### src/rtl/clkcfg_pkg.sv
package clkcfg_pkg;
  localparam int M_W   = 9;
  localparam int N_W   = 2;
  localparam int CFG_W = 1 + N_W + M_W;
  localparam int RAT_W = 1 << N_W;

  typedef logic [M_W-1:0]   mval_t;
  typedef logic [N_W-1:0]   ncode_t;
  typedef logic [RAT_W-1:0] ratio_t;

  // Field order follows the shift order: the earliest bit kept is ssc.
  typedef struct packed {
    logic   ssc;
    ncode_t n;
    mval_t  m;
  } cfg_t;

  localparam ncode_t N_PAR = ncode_t'(1);

  // Edge-detected lanes come first.
  typedef enum int {LN_SCK = 0, LN_SLD = 1, LN_PL = 2, LN_MR = 3} lane_e;
  localparam int LANES = 4;
  localparam int EDGES = 2;
endpackage

### src/rtl/cfg_edge_sync.sv
module cfg_edge_sync #(
  parameter int STAGES = 2,
  parameter int LANES  = 4,
  parameter int EDGES  = 2,
  parameter logic [LANES-1:0] RST_VAL = '0,
  parameter int DW     = 10
) (
  input  logic             clk,
  input  logic             rst_n,
  input  logic [LANES-1:0] lane_in,
  input  logic [DW-1:0]    dat_in,
  output logic [LANES-1:0] lane_lvl,
  output logic [EDGES-1:0] lane_rise,
  output logic [DW-1:0]    dat_out
);
  logic [LANES-1:0] lstg [STAGES];
  logic [DW-1:0]    dstg [STAGES];

  always_ff @(posedge clk) begin
    if (!rst_n) begin
      for (int k = 0; k < STAGES; k++) begin
        lstg[k] <= RST_VAL;
        dstg[k] <= '0;
      end
    end else begin
      lstg[0] <= lane_in;
      dstg[0] <= dat_in;
      for (int k = 1; k < STAGES; k++) begin
        lstg[k] <= lstg[k-1];
        dstg[k] <= dstg[k-1];
      end
    end
  end

  assign lane_lvl = lstg[STAGES-1];
  assign dat_out  = dstg[STAGES-1];

  for (genvar g = 0; g < EDGES; g++) begin : g_edge
    logic prv;
    always_ff @(posedge clk) begin
      if (!rst_n) prv <= RST_VAL[g];
      else        prv <= lane_lvl[g];
    end
    assign lane_rise[g] = lane_lvl[g] & ~prv;
  end
endmodule

### src/rtl/cfg_frame_shifter.sv
module cfg_frame_shifter
  import clkcfg_pkg::*;
(
  input  logic clk,
  input  logic rst_n,
  input  logic shift_en,
  input  logic bit_in,
  output cfg_t view
);
  // Only the newest CFG_W bits are kept; the don't-care slots fall off the top.
  logic [CFG_W-1:0] sr;
  logic [CFG_W-1:0] shifted;

  assign shifted = {sr[CFG_W-2:0], bit_in};
  assign view    = cfg_t'(shift_en ? shifted : sr);

  always_ff @(posedge clk) begin
    if (!rst_n)        sr <= '0;
    else if (shift_en) sr <= shifted;
  end
endmodule

### src/rtl/cfg_apply.sv
module cfg_apply
  import clkcfg_pkg::*;
#(
  parameter int M_LO  = 125,
  parameter int M_HI  = 350,
  parameter int DEF_M = 200
) (
  input  logic   clk,
  input  logic   rst_n,
  input  logic   par_en,
  input  mval_t  m_par,
  input  logic   ser_load,
  input  logic   pass_en,
  input  cfg_t   view,
  output cfg_t   cur,
  output ratio_t ratio,
  output logic   oor
);
  localparam mval_t LO_V  = mval_t'(M_LO);
  localparam mval_t HI_V  = mval_t'(M_HI);
  localparam mval_t DEF_V = mval_t'(DEF_M);

  cfg_t nxt;

  // Parallel path wins; then commit; then pass-through.
  always_comb begin
    nxt = cur;
    if (par_en) begin
      nxt.m = m_par;
      nxt.n = N_PAR;
    end else if (ser_load) begin
      nxt = view;
    end else if (pass_en) begin
      nxt.m = view.m;
      nxt.n = view.n;
    end
  end

  always_ff @(posedge clk) begin
    if (!rst_n) begin
      cur   <= '{ssc: 1'b0, n: N_PAR, m: DEF_V};
      ratio <= ratio_t'(1) << N_PAR;
      oor   <= (DEF_V < LO_V) || (DEF_V > HI_V);
    end else begin
      cur   <= nxt;
      ratio <= ratio_t'(1) << nxt.n;
      oor   <= (nxt.m < LO_V) || (nxt.m > HI_V);
    end
  end
endmodule

### src/rtl/clkcfg_loader.sv
module clkcfg_loader
  import clkcfg_pkg::*;
#(
  parameter int SYNC_STAGES = 2,
  parameter int M_LO        = 125,
  parameter int M_HI        = 350,
  parameter int DEF_M       = 200
) (
  input  logic         clk,
  input  logic         rst_n,
  input  logic         mr,
  input  logic         pl_strobe,
  input  logic [8:0]   m_bus,
  input  logic         s_clk,
  input  logic         s_dat,
  input  logic         s_ld,
  output logic [8:0]   m_val,
  output logic [1:0]   n_code,
  output logic         ssc_en,
  output logic [3:0]   div_ratio,
  output logic         m_oor,
  output logic         div_clr
);
  localparam int DW = M_W + 1;
  localparam logic [LANES-1:0] LANE_RST = LANES'(1) << LN_PL;

  logic [LANES-1:0] lane_in, lane_lvl;
  logic [EDGES-1:0] lane_rise;
  logic [DW-1:0]    dat_s;

  assign lane_in[LN_SCK] = s_clk;
  assign lane_in[LN_SLD] = s_ld;
  assign lane_in[LN_PL]  = pl_strobe;
  assign lane_in[LN_MR]  = mr;

  cfg_edge_sync #(
    .STAGES (SYNC_STAGES), .LANES(LANES), .EDGES(EDGES),
    .RST_VAL(LANE_RST), .DW(DW)
  ) u_sync (
    .clk(clk), .rst_n(rst_n), .lane_in(lane_in), .dat_in({s_dat, m_bus}),
    .lane_lvl(lane_lvl), .lane_rise(lane_rise), .dat_out(dat_s)
  );

  logic pl_lvl, sld_lvl, sclk_rise, sld_rise;
  logic shift_en, ser_load, pass_en;
  assign pl_lvl    = lane_lvl[LN_PL];
  assign sld_lvl   = lane_lvl[LN_SLD];
  assign sclk_rise = lane_rise[LN_SCK];
  assign sld_rise  = lane_rise[LN_SLD];
  assign shift_en  = pl_lvl & sclk_rise;
  assign ser_load  = pl_lvl & sld_rise;
  assign pass_en   = shift_en & sld_lvl;

  cfg_t view, cur;
  ratio_t ratio;

  cfg_frame_shifter u_shift (
    .clk(clk), .rst_n(rst_n), .shift_en(shift_en),
    .bit_in(dat_s[DW-1]), .view(view)
  );

  cfg_apply #(.M_LO(M_LO), .M_HI(M_HI), .DEF_M(DEF_M)) u_apply (
    .clk(clk), .rst_n(rst_n), .par_en(~pl_lvl), .m_par(dat_s[M_W-1:0]),
    .ser_load(ser_load), .pass_en(pass_en), .view(view),
    .cur(cur), .ratio(ratio), .oor(m_oor)
  );

  assign m_val     = cur.m;
  assign n_code    = cur.n;
  assign ssc_en    = cur.ssc;
  assign div_ratio = ratio;
  assign div_clr   = lane_lvl[LN_MR];
endmodule

### config.mk
export PLATFORM = sky130hd
export DESIGN_NAME = clkcfg_loader
export DESIGN_NICKNAME = d
export VERILOG_FILES = /design/src/rtl/clkcfg_pkg.sv /design/src/rtl/cfg_edge_sync.sv /design/src/rtl/cfg_frame_shifter.sv /design/src/rtl/cfg_apply.sv /design/src/rtl/clkcfg_loader.sv
export SDC_FILE = /design/constraint.sdc
export NUM_CORES = 1
export LEC_CHECK = 0
export BUFFER_PORTS_ARGS = -buffer_cell sky130_fd_sc_hd__buf_2
export CAP_MARGIN = 30
export CORE_MARGIN = 2
export CORE_UTILIZATION = 25
export CTS_BUF_LIST = sky130_fd_sc_hd__clkbuf_16
export DETAILED_ROUTE_END_ITERATION = 6
export PLACE_DENSITY = 0.48
export SLEW_MARGIN = 30
export SYNTH_ARGS = -nofsm -noshare
export SYNTH_HDL_FRONTEND = slang
export SYNTH_SLANG_ARGS = --single-unit
### constraint.sdc
create_clock -name clk -period 1.8 [get_ports clk]
set_input_delay 0.36 -clock clk [delete_from_list [all_inputs] [get_ports clk]]
set_output_delay 0.36 -clock clk [all_outputs]
set_load 0.1 [all_outputs]
==> summary.md, run 1 <==
| Metric | Value |
|---|---|
| R2R setup slack | around 0.10 ns |
| Layout area overhead | 29.27% |
| Int Pwr | roughly 2.7 mW |
| Period minus WS final | 1.697 ns |
| First-pass GRT wire length | around 6.9 mm |
| Hold Crit Class | in -> reg |
| Worst hold slack | around 0.22 ns |
| End of the critical path | u_apply.oor |
| Final Util | 0.3329 |
| Slowest CP cell | a221oi_2 |
| Avg Cell Area, Syn | between 10 and 15 sq um |
| Switching Power | 0.8727 mW |
| Nets@finish | 263 |
| Switching portion of total power | 0.2464 |
| Post-DP HPWL | roughly 2.9 mm |
| HP Start | pl_strobe |
| Final ANT Viol Nets | 0 |
| DR WL/cell | around 11 microns |
| Worst skew pair latency | between 0.3 and 0.4 ns |
| Mapped Cells | ~210 |
| Worst-Margin Slew | 0.5000 ns |
| Logic pwr share | 0.108 |
| Worst R2R End | u_apply.oor |
| Worst path max stage delay | around 0.33 ns |
| Sequential area share after synthesis | 0.5582 |
| Highest clock rate | around 590 MHz |
| Largest net degree at the start of global routing | 42 |
| Worst reg2reg path depth | 7 |
| Yosys reg bits | approximately 60 |
| Synth top area cells | dfxtp_1 56%, and2_1 10%, mux2i_1 9.5%, nor2_1 6.0%, a221oi_2 2.8% |
| RSZ-0062 raised after global routing | no |
| Mapped Area | 2116 sq um |
| WS Path Type | reg -> reg |
| CP Data Required Time | 2.05 ns |
| Result of the run | finished clean |
| Data arrival time of the worst path | just under 2 ns |
| Setup crit start kind | flop |
| Initial Utilization | 0.2575 |
| Static Leak | around 1.3 nW |
| Die Ht | 96.00 microns |
| Clock skew | between 0.003 and 0.004 ns |
| WL final | about 4.0 mm |
| Area leader, netlist | dfxtp_1 |
| Grt ovf | 0 |
| GRT Resource Usage Total | 0.1016 |
| Dpl cell area | about 2400 sq um |
| Num CTS Buffers | 9 |
| CP startpoint | u_sync.g_edge[0].prv |
| Layout cell share with drive strength beyond 1 | 0.2778 |
| Hold path depth | 2 |
| DRT iter0 DRCs | 63 |
| Sink Count | 59 |
| DR vias | between 1,000 and 1,500 |
| Mapped Nets | 223 |
| Worst path cell trace | nand2b_1 -> buf_4 -> mux2i_1 -> a221oi_2 -> nand4_1 -> o211ai_1 -> o2bb2ai_1 |
| Final Setup Violations | 0 |
| Clock slew at reported path FFs | 0.05 ns |
| H-Tree Depth | 3 |
| Root Buffer | clkbuf_16 |
| Setup TNS | 0 ns |
| Worst vdd rail ir drop | around 0.64 mV |
| Fin. max-slew vios | 0 |
| Final hold violation count | 0 |
| Drt drc | 0 |
| Vias per inst | roughly 4.2 |
| Die W | roughly 96 microns |
| Max-cap viol count | 0 |
| Vias in the first global route | about 1,500 |
| Rel. slew slack | 0.6663 |
| RePlAce Congestion | between 0.8 and 0.9 |
| Syn. warnings | 0 |
| Finished Cell Area | between 2000 and 3000 sq um |
| Post-synth cell types | 30 |
| Cell Pwr Density | between 1000 and 1500 nW/um^2 |
| CP max FO | 9 |
| Core area | 8217 sq um |
| Row count | 33 |
| Share of Yosys cell area claimed by the top area cell type | 0.5582 |
| Max Root-Sink Buffers | 2 |
| Io pins | 34 |
| Initial antenna violation count | 0 |
| 1st-pass router iterations | 6 |
| Clock Power Share | 0.501 |
| CTS tree | yes |
| Die area | just over 9000 sq um |
| I/O Buffers | 33 |
| RR Startpoint | u_sync.g_edge[0].prv |
| Reg power frac | 0.391 |
| Number of diodes | 0 |
| CP endpoint kind | flop |
| Tcrit/Tclk final | 0.9429 |
[area by class of cell]
class / count / area [sq um]
sequential: 59 / 1182
multi-input combinational: 132 / 863.3
clock buffer: 9 / 225.2
timing repair buffer: 41 / 225.2
fill: 835 / 5482
clock inverter: 7 / 92.59
tap: 105 / 131.4
inverter: 4 / 15.01
[synthesized netlist by cell type, drive strengths merged]
cell and instances:
a211oi 3, inv 4, a22oi 1, o21ai 2, nor2 34, a221oi 8
buf 4, nand3 1, o21a 1, a21o 1, nand2 7, and2 34
o211ai 1, mux2i 20, o2bb2ai 1, nand2b 3, a21oi 2, or2 10
dfxtp 59, nand3b 1, clkbuf 8, and3 1, nand4 1
[sequential cells by signal, summed over array words and instances, names as in the netlist]
name	cells
u_apply.cur	12
u_sync.g_edge.prv	2
u_apply.oor	1
u_sync.dstg	20
u_apply.ratio	4
u_shift.sr	12
u_sync.lstg	8
[cells in the final DEF (no fill, tap or decap), types with 6 or more instances in the layout]
cell / Yosys / final
nand2_1: 7 / 7
and2_1: 34 / 34
mux2i_1: 20 / 20
or2_1: 6 / 6
nor2_1: 34 / 34
clkbuf_16: 0 / 9
buf_4: 2 / 8
buf_2: 1 / 33
dfxtp_1: 59 / 58
[routing by layer]
layer | up-vias | part of all wire | track usage
met2 | 38 | 0.47 | 0.1522
met1 | 682 | 0.46 | 0.1178
li1 | 766 | - | -
met4 | 0 | 0.011 | 0.05833
met5 | - | 0 | 0
met3 | 6 | 0.059 | 0.04855
[power by group through the flow]
stage / combinational [mW] / clock [mW] / sequential (mW)
6_report: 0.381 / 1.77 / 1.39
5_1_grt: 0.410 / 1.87 / 1.39
4_1_cts: 0.384 / 1.81 / 1.39
3_5_place_dp: 0.383 / 0 / 1.41
3_3_place_gp: 0.385 / 0 / 1.41
2_1_floorplan: 0.131 / 0 / 1.59
[how the worst min path moves through the flow]
stage / to / slack [ns]
2_1_floorplan: u_sync.lstg[0][6] / 0.39
3_5_place_dp: u_sync.lstg[0][6] / 0.41
5_1_grt: u_sync.lstg[0][2] / 0.23
3_3_place_gp: u_sync.dstg[0][12] / 0.42
4_1_cts: u_sync.lstg[0][2] / 0.21
6_report: u_sync.lstg[0][2] / 0.22
[stage by stage]
| step | power [mW] | setup WS (ns) | std cells |
|---|---|---|---|
| 2_1_floorplan | 1.717 | 0.01863 | 207 |
| 3_3_place_gp | 1.799 | 0.1235 | 341 |
| 3_5_place_dp | 1.798 | 0.09301 | 341 |
| 4_1_cts | 3.587 | 0.08032 | 357 |
| 5_1_grt | 3.676 | 0.01218 | 357 |
| 6_report | 3.542 | 0.1028 | 357 |
[critical path, delay by kind of cell, from the launching register on]
family          cells  cell delay (ns)
compound gates      3             0.67
flops               1             0.30
simple gates        2             0.33
mux                 1             0.15
buf+inv             1             0.19
[kinds of logic after synthesis]
group,Yosys count,share of synthesized area
and+or+nand+nor,92,0.2253
muxes,20,0.09462
AOI/OAI and AO/OA,20,0.08575
DFF,59,0.5582
buffers and inverters,16,0.03607
[timing repair]
action | 4_1_cts | 5_1_grt
setup buffers | 0 | 0
endpoints found under the setup margin | 0 | 5
gates resized for setup | 0 | 2
hold buffers | 0 | 0
No activity file was read; power rests on OpenSTA's default activity.
==> run 2: changes to the inputs <==
--- a/config.mk
+++ b/config.mk
@@ -5,13 +5,13 @@
 export SDC_FILE = /design/constraint.sdc
 export NUM_CORES = 1
 export LEC_CHECK = 0
-export BUFFER_PORTS_ARGS = -buffer_cell sky130_fd_sc_hd__buf_2
 export CAP_MARGIN = 30
 export CORE_MARGIN = 2
 export CORE_UTILIZATION = 25
 export CTS_BUF_LIST = sky130_fd_sc_hd__clkbuf_16
 export DETAILED_ROUTE_END_ITERATION = 6
-export PLACE_DENSITY = 0.48
+export DONT_BUFFER_PORTS = 1
+export PLACE_DENSITY = 0.44
 export SLEW_MARGIN = 30
 export SYNTH_ARGS = -nofsm -noshare
 export SYNTH_HDL_FRONTEND = slang
==> summary.md, run 2 (synthesized netlist as in run 1, its figures left out) <==
| Metric | Value |
|---|---|
| Min setup slack post-route | 0.09719 ns |
| WL final | 4.109 mm |
| Nets@finish | ~250 |
| Final ANT Viol Nets | 0 |
| Core area | 8217 sq um |
| Rel. slew slack | 0.6563 |
| Drt drc | 0 |
| Initial antenna violation count | 0 |
| Worst R2R End | u_apply.oor |
| Largest net degree at the start of global routing | 43 |
| Max-cap viol count | 0 |
| GRT Resource Usage Total | 0.09992 |
| Setup crit start kind | flop |
| DR vias | between 1,000 and 1,500 |
| Setup TNS | 0 ns |
| CP Data Required Time | approximately 2 ns |
| CP bufs+invs | 1 |
| Io pins | 34 |
| Fin. max-slew vios | 0 |
| Worst path cell trace | nand2b_1 -> buf_4 -> mux2i_1 -> a221oi_1 -> o21ai_0 -> nor2_1 -> o2bb2ai_1 |
| Die W | 96.00 microns |
| Clock skew | around 0.0056 ns |
| Post-DP HPWL | between 2 and 3 mm |
| Period minus WS final | approximately 1.7 ns |
| WS Path Type | reg -> reg |
| End of the critical path | u_apply.oor |
| H-Tree Depth | 3 |
| Num CTS Buffers | 9 |
| Tcrit/Tclk final | 0.9460 |
| Setup Slack @ Placement | approximately 0.098 ns |
| DR WL/cell | 11.84 microns |
| Cell Pwr Density | about 1200 nW/um^2 |
| Final Setup Violations | 0 |
| Grt ovf | 0 |
| # fillers | about 800 |
| CTS tree | yes |
| Worst reg2reg path depth | 7 |
| Max reg flops | 20 |
| DRT iter0 DRCs | 33 |
| Largest registers | u_sync.dstg x20, u_apply.cur x12, u_shift.sr x12 |
| Worst path max stage delay | 0.43 ns |
| Root Buffer | clkbuf_16 |
| Most frequent cells in the layout | 58 x dfxtp_1, 34 x nor2_1, 33 x and2_1 |
| Sink Count | 59 |
| Worst vdd rail ir drop | just under 0.6 mV |
| Vias per inst | just over 4 |
| Die Ht | ~96 microns |
| RePlAce Congestion | between 0.8 and 0.9 |
| Layout area overhead | 28.27% |
| 1st-pass router iterations | 4 |
| First-pass GRT wire length | 6.810 mm |
| RR Startpoint | u_sync.lstg[0][4] |
| Die area | roughly 9000 sq um |
| Clock slew at reported path FFs | around 0.050 ns |
| Number of diodes | 0 |
| Final hold violation count | 0 |
| R2R setup slack | 0.1 ns |
| Result of the run | finished clean |
| Worst-Margin Slew | between 0.5 and 0.6 ns |
| Worst skew pair latency | 0.32 ns |
| Row count | 33 |
| Setup repair bufs after CTS | 0 |
| Worst path top cell family by delay | compound AO/OA/AOI/OAI gates |
| CP endpoint kind | flop |
| Data arrival time of the worst path | 1.90 ns |
| CP startpoint | u_sync.lstg[0][4] |
| Most common cell after layout, fill and taps aside | dfxtp_1 |
| Max Root-Sink Buffers | 2 |
| Hold Crit Class | in -> reg |
| Static Leak | 1.261 nW |
| Largest Register | u_sync.dstg |
| RSZ-0062 raised after global routing | no |
| Vias in the first global route | 1,421 |
| WP depth | 7 |
| Layout cell share with drive strength beyond 1 | 0.2397 |
| Initial Utilization | 0.2575 |
| I/O Buffers | 0 |
| Highest clock rate | 587.3 MHz |
| CP max FO | 8 |
| Slowest CP cell | a221oi_1 |
run 2: cell count changes in the layout (fill, tap and decap cells not counted):
cell / before / now
and2_1: 34 / 33
buf_2: 33 / 0
clkinv_4: 1 / 0
a21oi_2: 1 / 0
clkinvlp_4: 2 / 0
a221oi_2: 4 / 6
buf_4: 8 / 31
bufinv_16: 2 / 1
a221oi_1: 4 / 2
and2_2: 0 / 1
inv_1: 3 / 7
a21oi_1: 1 / 2
run 2: layout make-up:
cell class | count | area (sq um) | area share
multi-input cells | 132 | 873.3 | 0.3218
repair buffers | 31 | 232.7 | 0.08575
clock buffers | 9 | 225.2 | 0.08299
clock inverters | 7 | 53.80 | 0.01982
well taps | 105 | 131.4 | 0.04841
inverters | 4 | 15.01 | 0.005533
flip-flops and latches | 59 | 1182 | 0.4357
run 2: worst min path at each step:
stage / from / endpoint / slack (ns) / cells past startpoint
finish: rst_n / u_sync.lstg[0][2] / 0.12 / 1
global route: rst_n / u_apply.cur[7] / 0.11 / 1
CTS: rst_n / u_apply.cur[7] / 0.1 / 1
detailed placement: u_sync.dstg[0][3] / u_sync.dstg[0][13] / 0.42 / 1
global placement: u_sync.dstg[0][0] / u_sync.dstg[0][10] / 0.42 / 1
floorplan: u_sync.lstg[0][2] / u_sync.lstg[0][6] / 0.39 / 1
run 2: what timing repair did:
action / in CTS / in global routing
endpoints found under the setup margin: 0 / 1
resized for setup: 0 / 4
hold buffers: 0 / 0
run 2: report_power, final:
group          internal, mW  leakage (nW)  total [mW]  switching, mW
combinational         0.118         0.626       0.390          0.272
sequential             1.36         0.484        1.39         0.0227
clock                  1.04         0.152        1.57          0.528
total                  2.52          1.26        3.34          0.822
run 2: through the flow:
step / area, sq um / hold WS (ns) / power [mW] / util / cells
after floorplan: 2117 / 0.3863 / 1.717 / - / 207
after global placement: 2420 / 0.4162 / 1.803 / 0.2945 / 331
after detailed placement: 2420 / 0.4184 / 1.802 / 0.2945 / 331
after CTS: 2699 / 0.09991 / 3.391 / 0.3285 / 347
after global routing: 2714 / 0.1107 / 3.478 / 0.3303 / 347
final: 2714 / 0.1226 / 3.344 / 0.3303 / 347
run 2: worst reg2reg max path: cells and delay by family, from the launching register on:
kind | cells | cell delay (ns)
and+or+nand+nor | 2 | 0.23
DFF | 1 | 0.36
muxes | 1 | 0.15
AOI/OAI and AO/OA | 3 | 0.66
buffers and inverters | 1 | 0.19
run 2: routing by layer:
metal | global-route usage | wire length, microns | share of wire | vias up
li1 | - | - | - | 747
met1 | 0.1279 | 1999 | 0.49 | 637
met2 | 0.1447 | 1801 | 0.44 | 27
met3 | 0.03994 | 206 | 0.050 | 11
met4 | 0.05000 | 102 | 0.025 | 0
met5 | 0 | 0 | 0 | -
